File: config.mk
export PLATFORM = sky130hd
export DESIGN_NAME = lcmp_flag_unit
export DESIGN_NICKNAME = d
export VERILOG_FILES = /design/src/rtl/lcmp_pkg.sv /design/src/rtl/lcmp_decode.sv /design/src/rtl/lcmp_operand_sel.sv /design/src/rtl/lcmp_flags.sv /design/src/rtl/lcmp_flag_unit.sv
export SDC_FILE = /design/constraint.sdc
export NUM_CORES = 1
export LEC_CHECK = 0
export ABC_AREA = 1
export BUFFER_PORTS_ARGS = -buffer_cell sky130_fd_sc_hd__buf_2
export CAP_MARGIN = 10
export CORE_ASPECT_RATIO = 0.75
export CORE_MARGIN = 3
export CORE_UTILIZATION = 33
export CTS_CLUSTER_DIAMETER = 200
export DETAILED_ROUTE_END_ITERATION = 10
export HOLD_SLACK_MARGIN = 0.05
export PLACE_DENSITY = 0.88
export REMOVE_ABC_BUFFERS = 1
export SKIP_CTS_REPAIR_TIMING = 1
export SYNTH_ARGS = -nofsm -noshare
export SYNTH_HDL_FRONTEND = slang
export SYNTH_SLANG_ARGS = --single-unit
File: constraint.sdc
create_clock -name clk -period 2.45 [get_ports clk]
set_input_delay 0.1225 -clock clk [delete_from_list [all_inputs] [get_ports clk]]
set_output_delay 0.1225 -clock clk [all_outputs]
set_load 0.02 [all_outputs]
File: src/rtl/lcmp_pkg.sv
package lcmp_pkg;
  localparam int DATA_W  = 64;
  localparam int IMM_W   = 32;
  localparam int NUM_WID = 4;

  localparam logic [7:0] OP_ACC_B = 8'hA8;
  localparam logic [7:0] OP_ACC_W = 8'hA9;
  localparam logic [7:0] OP_GRP_B = 8'hF6;
  localparam logic [7:0] OP_GRP_W = 8'hF7;
  localparam logic [7:0] OP_RR_B  = 8'h84;
  localparam logic [7:0] OP_RR_W  = 8'h85;

  typedef enum logic [1:0] {WID_8, WID_16, WID_32, WID_64} width_e;
  typedef enum logic {SRC_IMM, SRC_REG} src_e;

  typedef struct packed {
    logic   legal;
    logic   unsupported;
    width_e width;
    src_e   src;
  } dec_t;

  typedef struct packed {
    logic zf;
    logic sf;
    logic pf;
  } flags_t;
endpackage

File: src/rtl/lcmp_decode.sv
module lcmp_decode
  import lcmp_pkg::*;
(
  input  logic [7:0] opcode,
  input  logic [2:0] ext_field,
  input  logic       pfx_opsize,
  input  logic       pfx_wide,
  output dec_t       dec
);
  logic known;
  logic byte_form;
  logic use_imm;

  always_comb begin
    known     = 1'b0;
    byte_form = 1'b0;
    use_imm   = 1'b0;
    case (opcode)
      OP_ACC_B: begin known = 1'b1; byte_form = 1'b1; use_imm = 1'b1; end
      OP_ACC_W: begin known = 1'b1; use_imm = 1'b1; end
      OP_GRP_B: begin known = (ext_field == 3'd0); byte_form = 1'b1; use_imm = 1'b1; end
      OP_GRP_W: begin known = (ext_field == 3'd0); use_imm = 1'b1; end
      OP_RR_B:  begin known = 1'b1; byte_form = 1'b1; end
      OP_RR_W:  begin known = 1'b1; end
      default:  begin known = 1'b0; end
    endcase
  end

  always_comb begin
    dec.legal       = known;
    dec.unsupported = ~known;
    dec.src         = use_imm ? SRC_IMM : SRC_REG;
    if (byte_form)       dec.width = WID_8;
    else if (pfx_wide)   dec.width = WID_64;
    else if (pfx_opsize) dec.width = WID_16;
    else                 dec.width = WID_32;
  end
endmodule

File: src/rtl/lcmp_operand_sel.sv
module lcmp_operand_sel
  import lcmp_pkg::*;
#(
  parameter int DATA_W = lcmp_pkg::DATA_W,
  parameter int IMM_W  = lcmp_pkg::IMM_W
) (
  input  width_e            width,
  input  src_e              src,
  input  logic [DATA_W-1:0] opnd_b,
  input  logic [IMM_W-1:0]  imm,
  output logic [DATA_W-1:0] second
);
  localparam int EXT_W = DATA_W - IMM_W;

  logic [DATA_W-1:0] imm_ext;

  always_comb begin
    case (width)
      WID_8:   imm_ext = {{(DATA_W-8){1'b0}}, imm[7:0]};
      WID_16:  imm_ext = {{(DATA_W-16){1'b0}}, imm[15:0]};
      WID_32:  imm_ext = {{EXT_W{1'b0}}, imm};
      default: imm_ext = {{EXT_W{imm[IMM_W-1]}}, imm};
    endcase
    second = (src == SRC_IMM) ? imm_ext : opnd_b;
  end
endmodule

File: src/rtl/lcmp_flags.sv
module lcmp_flags
  import lcmp_pkg::*;
#(
  parameter int DATA_W = lcmp_pkg::DATA_W
) (
  input  logic [DATA_W-1:0] res,
  input  width_e            width,
  output flags_t            fl
);
  logic [NUM_WID-1:0] zero_w;
  logic [NUM_WID-1:0] sign_w;

  for (genvar g = 0; g < NUM_WID; g++) begin : g_lane
    localparam int LW = 8 << g;
    assign zero_w[g] = ~|res[LW-1:0];
    assign sign_w[g] = res[LW-1];
  end

  assign fl.zf = zero_w[width];
  assign fl.sf = sign_w[width];
  assign fl.pf = ~^res[7:0];
endmodule

File: src/rtl/lcmp_flag_unit.sv
module lcmp_flag_unit
  import lcmp_pkg::*;
#(
  parameter int DATA_W = lcmp_pkg::DATA_W,
  parameter int IMM_W  = lcmp_pkg::IMM_W
) (
  input  logic              clk,
  input  logic              rst,
  input  logic              in_valid,
  input  logic [7:0]        opcode,
  input  logic [2:0]        ext_field,
  input  logic              pfx_opsize,
  input  logic              pfx_wide,
  input  logic              pfx_lock,
  input  logic [DATA_W-1:0] opnd_a,
  input  logic [DATA_W-1:0] opnd_b,
  input  logic [IMM_W-1:0]  imm,
  input  logic              aux_in,
  output logic              out_valid,
  output logic              zero_flag,
  output logic              sign_flag,
  output logic              parity_flag,
  output logic              carry_flag,
  output logic              ovf_flag,
  output logic              aux_flag,
  output logic              lock_fault,
  output logic              bad_opcode
);
  dec_t              dec;
  logic [DATA_W-1:0] second;
  logic [DATA_W-1:0] and_res;
  flags_t            fl;
  logic              commit;

  lcmp_decode u_dec (
    .opcode     (opcode),
    .ext_field  (ext_field),
    .pfx_opsize (pfx_opsize),
    .pfx_wide   (pfx_wide),
    .dec        (dec)
  );

  lcmp_operand_sel #(.DATA_W(DATA_W), .IMM_W(IMM_W)) u_sel (
    .width  (dec.width),
    .src    (dec.src),
    .opnd_b (opnd_b),
    .imm    (imm),
    .second (second)
  );

  assign and_res = opnd_a & second;

  lcmp_flags #(.DATA_W(DATA_W)) u_flags (
    .res   (and_res),
    .width (dec.width),
    .fl    (fl)
  );

  assign commit = in_valid & dec.legal & ~pfx_lock;

  always_ff @(posedge clk) begin
    if (rst) begin
      out_valid   <= 1'b0;
      lock_fault  <= 1'b0;
      bad_opcode  <= 1'b0;
      zero_flag   <= 1'b0;
      sign_flag   <= 1'b0;
      parity_flag <= 1'b0;
      aux_flag    <= 1'b0;
    end else begin
      out_valid  <= in_valid;
      lock_fault <= in_valid & dec.legal & pfx_lock;
      bad_opcode <= in_valid & dec.unsupported;
      if (commit) begin
        zero_flag   <= fl.zf;
        sign_flag   <= fl.sf;
        parity_flag <= fl.pf;
        aux_flag    <= aux_in;
      end
    end
  end

  assign carry_flag = 1'b0;
  assign ovf_flag   = 1'b0;
endmodule

* Word-level counts from Yosys, hierarchy flattened
Index checks and enable logic that the tools add are counted.
** Operators by class
- $lt $le $gt $ge :: 1
- Bitwise operators :: 7
- Reduce and logical (&&, ||, !) cells :: 15
- Muxes and demuxes :: 12
- Equal/unequal tests :: 8
** Operator list (count)
- 64-bit case mux with 3 select lines :: 1
- 64-bit AND :: 1
- 64-bit 2-to-1 mux :: 1
- 64-bit OR reduction :: 1
- 8-bit equality test, second input constant :: 6
- 32-bit OR reduction :: 1
- 16-bit OR reduction :: 1
- 4-bit OR reduction :: 2
- 8-bit OR reduction :: 1
- 8-bit XNOR reduction :: 1
- 2-bit 2-to-1 mux :: 3
- 1-bit AND :: 4
- 1-bit binary-select mux with 2-bit select :: 2
- 1-bit logical NOT :: 4
- 1-bit 2-to-1 mux :: 4
- 3-bit logical NOT :: 1
- 2-bit by 3-bit less-than comparator with 1-bit output, second input constant :: 1
- 3-bit OR reduction :: 1
- 2-bit by 1-bit equality test with 1-bit output, second input constant :: 1
- 2-bit equality test, second input constant :: 1
- 2-bit logical NOT :: 1
- 1-bit NOT :: 2
- 1-bit case mux with 2 select lines :: 1
- 2-bit OR reduction :: 1
** Storage, ports and cells
- Output and inout port bits :: 9
- Input port bits :: 178
- Register bits after elaboration :: 7
- Logic and storage cells :: 50

* Logic depth before layout (Yosys ltp)
Gate-level depths: netlist of the first run.
- Depth after elaboration :: 12
- Mapped depth :: 18
- Gate-level depth less buffers :: 16

* By module
Synthesis of the first run repeated with hierarchy kept, for this count alone.
** Unflattened totals
- Cell total of the unflattened synthesis :: 487
- Area total of the unflattened synthesis :: 2153.3 µm²
** Modules (own cells, without submodules)
- lcmp_operand_sel :: cells each 196, times used 1, area each 824.5 µm², seq. area each 0.0 µm²
- lcmp_flag_unit :: cells each 166, times used 1, area each 763.2 µm², seq. area each 140.1 µm²
- lcmp_flags :: cells each 80, times used 1, area each 369.1 µm², seq. area each 0.0 µm²
- lcmp_decode :: cells each 45, times used 1, area each 196.4 µm², seq. area each 0.0 µm²

* Worst setup path after synthesis of the first run
No wires, ideal clock.
- Path type :: input to register
- Start point :: input opcode[5]
- End point :: register parity_flag
- Buffers on the path :: 1
- Slack :: 0.717 ns
- Cell stages on the path :: 11
- Arrival time :: 1.605 ns
- Required time :: 2.322 ns
- Setup time :: 0.128 ns
- Path through :: nand2_1 nor2_1 nand2_1 nand2_1 buf_2 o21ai_0 o21bai_1 ha_1 xnor2_1 xnor2_1 a21oi_1
** Between the ends
- Longest elaborated chain between the ends :: 6
- Elaborated cells between the ends (all ways) :: 16
** RTL lines
- from (decl) :: RTL line lcmp_flag_unit.sv:10 : input logic [7:0] opcode,
- 8-bit equality test :: RTL line lcmp_decode.sv:18 : case (opcode)
- 4-bit OR reduction (no line)
- 1-bit 2-to-1 mux :: RTL line lcmp_decode.sv:18
- 64-bit 2-to-1 mux :: RTL line lcmp_operand_sel.sv:24 : second = (src == SRC_IMM) ? imm_ext : opnd_b;
- 64-bit AND :: RTL line lcmp_flag_unit.sv:51 : assign and_res = opnd_a & second;
- 8-bit XNOR reduction :: RTL line lcmp_flags.sv:21 : assign fl.pf = ~^res[7:0];
- to (signal assigned) :: RTL line lcmp_flag_unit.sv:77 : parity_flag <= fl.pf;
- to (decl) :: RTL line lcmp_flag_unit.sv:22 : output logic parity_flag,
Several ways; a longest one is shown, not always the timed one.
A chain may end at the register's enable or synchronous reset.

* Worst setup path in the final report of the first run
Ends and elaborated chain as after synthesis.

==> results.cfg, run 1 <==
[synth]
synth_compound_area_share_pct = 25.06
ys_seq_area_share_pct = 9.143
synth_top_area_share_pct = 23.51
synth_top_cell_by_area = nand2_1
ys_ff_latch = 7
synth_top_family_by_area = simple AND/OR/NAND/NOR gates
synth.most_common_cell = nand2_1
synth.distinct_cells = 29
syn_inst = 283
yosys-top-cells-area = nand2_1, o21ai_0, dfxtp_1
synth_edf_count = 0
synthXorXnorAreaFrac_pct = 1.714
synth_area_per_cell_um2 = 5.416
synthArstFlopShare_pct = 0
yosys_warnings = 0
yosys.area_share.simple_pct = 49.14
synthMuxAreaShare_pct = 0
synth-main-ff-cell = dfxtp_1
synth_commonest_cells = nand2_1, o21ai_0, inv_1
synth_area_um2 = 1533
post_synth_fa_ha_maj_area_fraction_pct = 3.265

[sta]
finalSetupViolations = 0
period_share_pct = 81.28
fin_crit_ps = 1991
slew_violations = 0
clock_skew_ps = 0
fin_setup_tns_ps = 0
rsz0062_at_grt = false
hold_viol = 0
fmax_mhz = 502.2

[clock_network]
clock-sinks = 7
h-tree-depth = 1
tritoncts = yes
numCtsBuffers = 3
cts_buffer_depth = 2
root_buffer = clkbuf_8
path_clk_slew_ps = 40
clk_latency_ps = 230

[grt]
grt_usage_pct = 21.38
grt_pass1_wl_um = 9784
grt_max_degree = 20
antenna_found_initial = 0
grt_pass1_vias = 2357
grt_remaining_overflow = 0

[run_status]
status = complete, no violations

[place]
hpwl_um = 5627
placed_area_um2 = 2494
io_buffers = 184
globalplace.congestion = 0.8368

[die]
rows = 20
core_um2 = 4254
dieWidth_um = 84.70
die_h_um = 65.02
ios = 187
initial_core_util_pct = 36.03
dieArea_um2 = 5507

[drt]
wl_met3_um = 597
drt_iter0_drc = 69
via_per_inst = 4.791
wl_per_cell_um = 12.17
drc = 0
dr.pass1.iters = 4
wirelength_um = 6343
ant_nets = 0
wl_met1_um = 2434
top_layer = met4
dr_total_vias = 2496
wl_met2_um = 3205

[setup_path]
path_class = input pin to flip-flop
path_max_fanout = 18
crit_arrival_ps = 2090
crit_path_start_kind = input pin
cp.required_ps = 2550
crit_path_end_kind = flip-flop

[pwr]
power_density_nw_per_um2 = 232.7
vdd_drop_max_mv = 0.1600
p_leak_nw = 1.542
power.total_mw = 0.5907

[layout]
finalNetCount = 649
final_layout_size_suffix_gt1_share_pct = 42.49
regArea_um2 = 140.1
final_area_um2 = 2539
fillers = 419
antenna_cells = 0
multiInputGateArea_um2 = 1221
area_delta_synth_final_pct = 65.63

[flow_run]
max_cap_viol_count = 0

[worst_hold_path]
min-delay-path-class = input pin to flip-flop
power breakdown:
group / switching (mW) / internal, mW / leakage, nW
logic: 0.136 / 0.174 / 1.46
clock network: 0.0507 / 0.113 / 0.0228
registers: 0.000539 / 0.117 / 0.0569
final cells by class:
cell class | count | share of cell area (%)
sequential | 7 | 5.520
inverter | 30 | 4.436
tap | 55 | 2.711
timing repair buffer | 188 | 37.46
clock buffer | 4 | 1.774
multi-input combinational | 237 | 48.10
critical path: stages:
cell and delay, ps:
buf_2 90, nand2_1 80, nor2_1 170, nand2_1 90, nand2_1 320, inv_2 230
o21bai_1 240, ha_1 280, xnor2_1 210, xnor2_1 160, a21oi_1 90
cells by family after synthesis:
| kind of cell | after synthesis |
|---|---|
| AOI/OAI and AO/OA | 64 |
| DFF | 7 |
| xor gates and xnor gates | 3 |
| and+or+nand+nor | 164 |
| adders and majority gates | 4 |
| other | 1 |
| buffers and inverters | 40 |
worst paths after layout:
path,from,endpoint,slack [ps],cells past startpoint
worst max-delay path,opcode[5],parity_flag$_SDFFE_PP0P_,460,11
worst min-delay path,rst,zero_flag$_SDFFE_PP0P_,120,2
worst max register to register,parity_flag$_SDFFE_PP0P_,parity_flag$_SDFFE_PP0P_,1800,2
worst min register to register,zero_flag$_SDFFE_PP0P_,zero_flag$_SDFFE_PP0P_,480,2
routing by layer:
layer  track usage, %  up-vias
li1                 -     1300
met1            24.53     1065
met2            41.21      119
met3            3.685       12
met4            4.743        0
met5                0        -
state kept, by name, summed over array words and instances (netlist names):
register	cells
zero_flag	1
parity_flag	1
aux_flag	1
sign_flag	1
lock_fault	1
bad_opcode	1
out_valid	1
cells in the final DEF, fill, tap and decap left out, drive strengths merged:
cell	netlist	final
o22ai	1	1
buf	9	188
o21ai	33	33
inv	30	30
nand4	6	6
o21bai	9	9
nand3	11	11
ha	4	4
clkbuf	1	4
nand3b	17	17
or2	2	2
conb	1	2
xor2	1	1
a22o	10	10
a21oi	10	10
nor4	2	2
dfxtp	7	7
nand2	96	96
nor2	27	27
xnor2	2	2
o211ai	1	1
nor3	3	3
metrics by stage:
stage	hold WS [ps]	std cells	util, %	setup slack, ps
global route	119.4	521	59.68	222.3
global placement	347.6	517	58.62	400.9
floorplan	191.6	274	-	62.67
detailed placement	348.5	517	58.62	224.3
CTS	114.2	521	59.68	457.2
finish	116.2	521	59.68	458.7
Note: power is estimated with default switching activity, not from simulation.
==> inputs of run 2 (changes only) <==
- ABC_AREA: 1 -> 0
- CORE_UTILIZATION: 33 -> 30
- PLACE_DENSITY: 0.88 -> 0.89
- clock period: 2.45 -> 1.84 ns (I/O delays scaled with it)
==> run 2 against run 1 <==
The run now ends with setup timing left. First-iteration DRC count increased by 91%. Critical path depth rose by 2. Sequential cell count did not move. Global-route usage rose by 0.93 points. Routed wire length about the same.
==> results.cfg, run 2 <==
[drt]
wl_met3_um = 615
via_per_inst = 5.446
drt_iter0_drc = 132
wirelength_um = 6338
drc = 0
dr_total_vias = 2222
wl_met2_um = 3089
ant_nets = 0
wl_per_cell_um = 15.53
dr.pass1.iters = 6
top_layer = met4
wl_met1_um = 2596

[run_status]
status = finished, violations left
violations = setup timing

[setup_path]
cp.required_ps = 2010
cp-endpoint = zero_flag$_SDFFE_PP0P_
worst-path-stages = 13
crit_arrival_ps = 2190
cp_top_family = simple AND/OR/NAND/NOR gates
r2r_setup_slack_ps = 820
reg2reg_from = zero_flag$_SDFFE_PP0P_
ff2ff_path_depth = 4
crit_path_start_kind = input pin
worstReg2RegEnd = zero_flag$_SDFFE_PP0P_
worst_path_max_delay_cell = mux2_4
slowest_delay_ps = 320
path_max_fanout = 5
cp_cell_sequence = buf_6 -> nand4b_1 -> or2_4 -> and2_4 -> mux2_4 -> nand2_4 -> ha_4 -> nand4_1 -> nor2_1 -> o211ai_1 -> a311oi_1 -> a211oi_1 -> and3b_1
path_class = input pin to flip-flop
crit_path_start = opcode[3]
cp_num_buf_inv = 1
crit_path_end_kind = flip-flop

[synth]
syn_inst = 157
synth.distinct_cells = 53
synth_top_cell_by_area = dfxtp_1
synth_commonest_cells = a221oi_1, a22o_1, nand2_1
yosys_warnings = 0
synth-main-ff-cell = dfxtp_1
ys_seq_area_share_pct = 11.07
yosys-top-cells-area = dfxtp_1, a221oi_1, a22o_1
synth_area_per_cell_um2 = 8.065
synth_area_um2 = 1266
synthArstFlopShare_pct = 0
synth_top_area_share_pct = 11.07
synth_edf_count = 0
ys_ff_latch = 7

[clock_network]
numCtsBuffers = 3
clock-sinks = 7
tritoncts = yes
root_buffer = clkbuf_8
path_clk_slew_ps = 40
h-tree-depth = 1
cts_buffer_depth = 2
clk_latency_ps = 220

[grt]
grt_remaining_overflow = 0
antenna_found_initial = 0
grt_pass1_vias = 2066
grt_usage_pct = 22.31
grt_pass1_wl_um = 9232
grt_max_degree = 10

[die]
dieArea_um2 = 5044
core_um2 = 3851
initial_core_util_pct = 32.88
ios = 187
rows = 19
die_h_um = 62.27
dieWidth_um = 81.02

[pwr]
p_int_mw = 0.5558
p_clk_share_pct = 26.5
vdd_drop_max_mv = 0.2591
power_density_nw_per_um2 = 316.9
power.total_mw = 0.7978
p_leak_nw = 1.319
seq_power_share_pct = 19.5
power_frac_comb_pct = 54.0
power_switching_mw = 0.2420
swShare_pct = 30.33

[place]
dp.cells = 401
io_buffers = 184
placed_area_um2 = 2306
hpwl_um = 5541
pre_cts_slack_ps = -608.6
globalplace.congestion = 0.9868

[sta]
rsz0062_at_grt = true
hold_viol = 0
period_share_pct = 109.9
fin_crit_ps = 2023
fmax_mhz = 494.4
fin_setup_tns_ps = -205.1
holdWs_ps = 100.6
finalWorstSetupSlack_ps = -182.7
clock_skew_ps = 0
slew_violations = 0
finalSetupViolations = 2

[flow_run]
max_cap_viol_count = 0

[layout]
area_delta_synth_final_pct = 98.81
stdcell_count = 408
antenna_cells = 0
final_common_cell = buf_2
fin_util_pct = 65.37
finalNetCount = 539
final_area_um2 = 2517
final_layout_size_suffix_gt1_share_pct = 64.61
final_cell_mix = buf_2, buf_4, a22o_1, a221oi_1, a22oi_1

[worst_hold_path]
min-delay-path-class = input pin to flip-flop
run 2: changes by cell type in the layout (fill, tap and decap cells not counted), sizes merged, moves of 5 or more:
cell / before / now
nor2: 27 / 6
o21bai: 9 / 0
buf: 188 / 198
nand2: 96 / 12
a21oi: 10 / 4
a22oi: 0 / 8
o21ai: 33 / 6
mux2: 0 / 7
inv: 30 / 1
nand3b: 17 / 1
a221oi: 0 / 12
mux2i: 0 / 5
run 2: layout make-up:
class	count	area [um^2]
Tap cell	52	65.06
Sequential cell	7	140.1
Timing Repair Buffer	198	1039
Fill cell	371	1334
Multi-Input combinational cell	146	1225
Clock buffer	4	45.04
Inverter	1	3.754
run 2: cells by family after synthesis:
kind of cell | after synthesis | synth area share (%)
buffers and inverters | 6 | 3.458
AND/OR/NAND/NOR | 63 | 31.23
XOR/XNOR | 3 | 2.075
AO/OA/AOI/OAI | 61 | 37.75
other | 1 | 0.2962
multiplexers | 12 | 10.18
adder cells (fa/ha/maj) | 4 | 3.953
flip-flops | 7 | 11.07
run 2: routing by layer:
metal / vias to the layer above / global-route usage [%]
met1: 1019 / 31.34
met4: 0 / 3.165
li1: 1069 / -
met2: 130 / 36.07
met5: - / 0
met3: 4 / 3.902
run 2: tightest hold or removal path, cell delays in order:
cell and delay, ps:
buf_2 80, mux2i_1 50, nor2_1 70
run 2: how the worst min path moves through the flow:
| stage | depth (start not counted) | from | slack, ps | end |
|---|---|---|---|---|
| finish | 3 | aux_in | 100 | aux_flag$_SDFFE_PP0P_ |
| global route | 2 | pfx_lock | 140 | lock_fault$_SDFF_PP0_ |
| CTS | 3 | aux_in | 100 | aux_flag$_SDFFE_PP0P_ |
| detailed placement | 3 | aux_in | 330 | aux_flag$_SDFFE_PP0P_ |
| global placement | 3 | aux_in | 320 | aux_flag$_SDFFE_PP0P_ |
| floorplan | 1 | rst | 160 | aux_flag$_SDFFE_PP0P_ |
run 2: power groups by stage:
stage	clock network, mW	logic (mW)	registers [mW]
2_1_floorplan	0	0.133	0.162
6_report	0.211	0.431	0.156
3_3_place_gp	0	0.380	0.158
5_1_grt	0.226	0.474	0.156
4_1_cts	0.215	0.387	0.156
3_5_place_dp	0	0.385	0.158
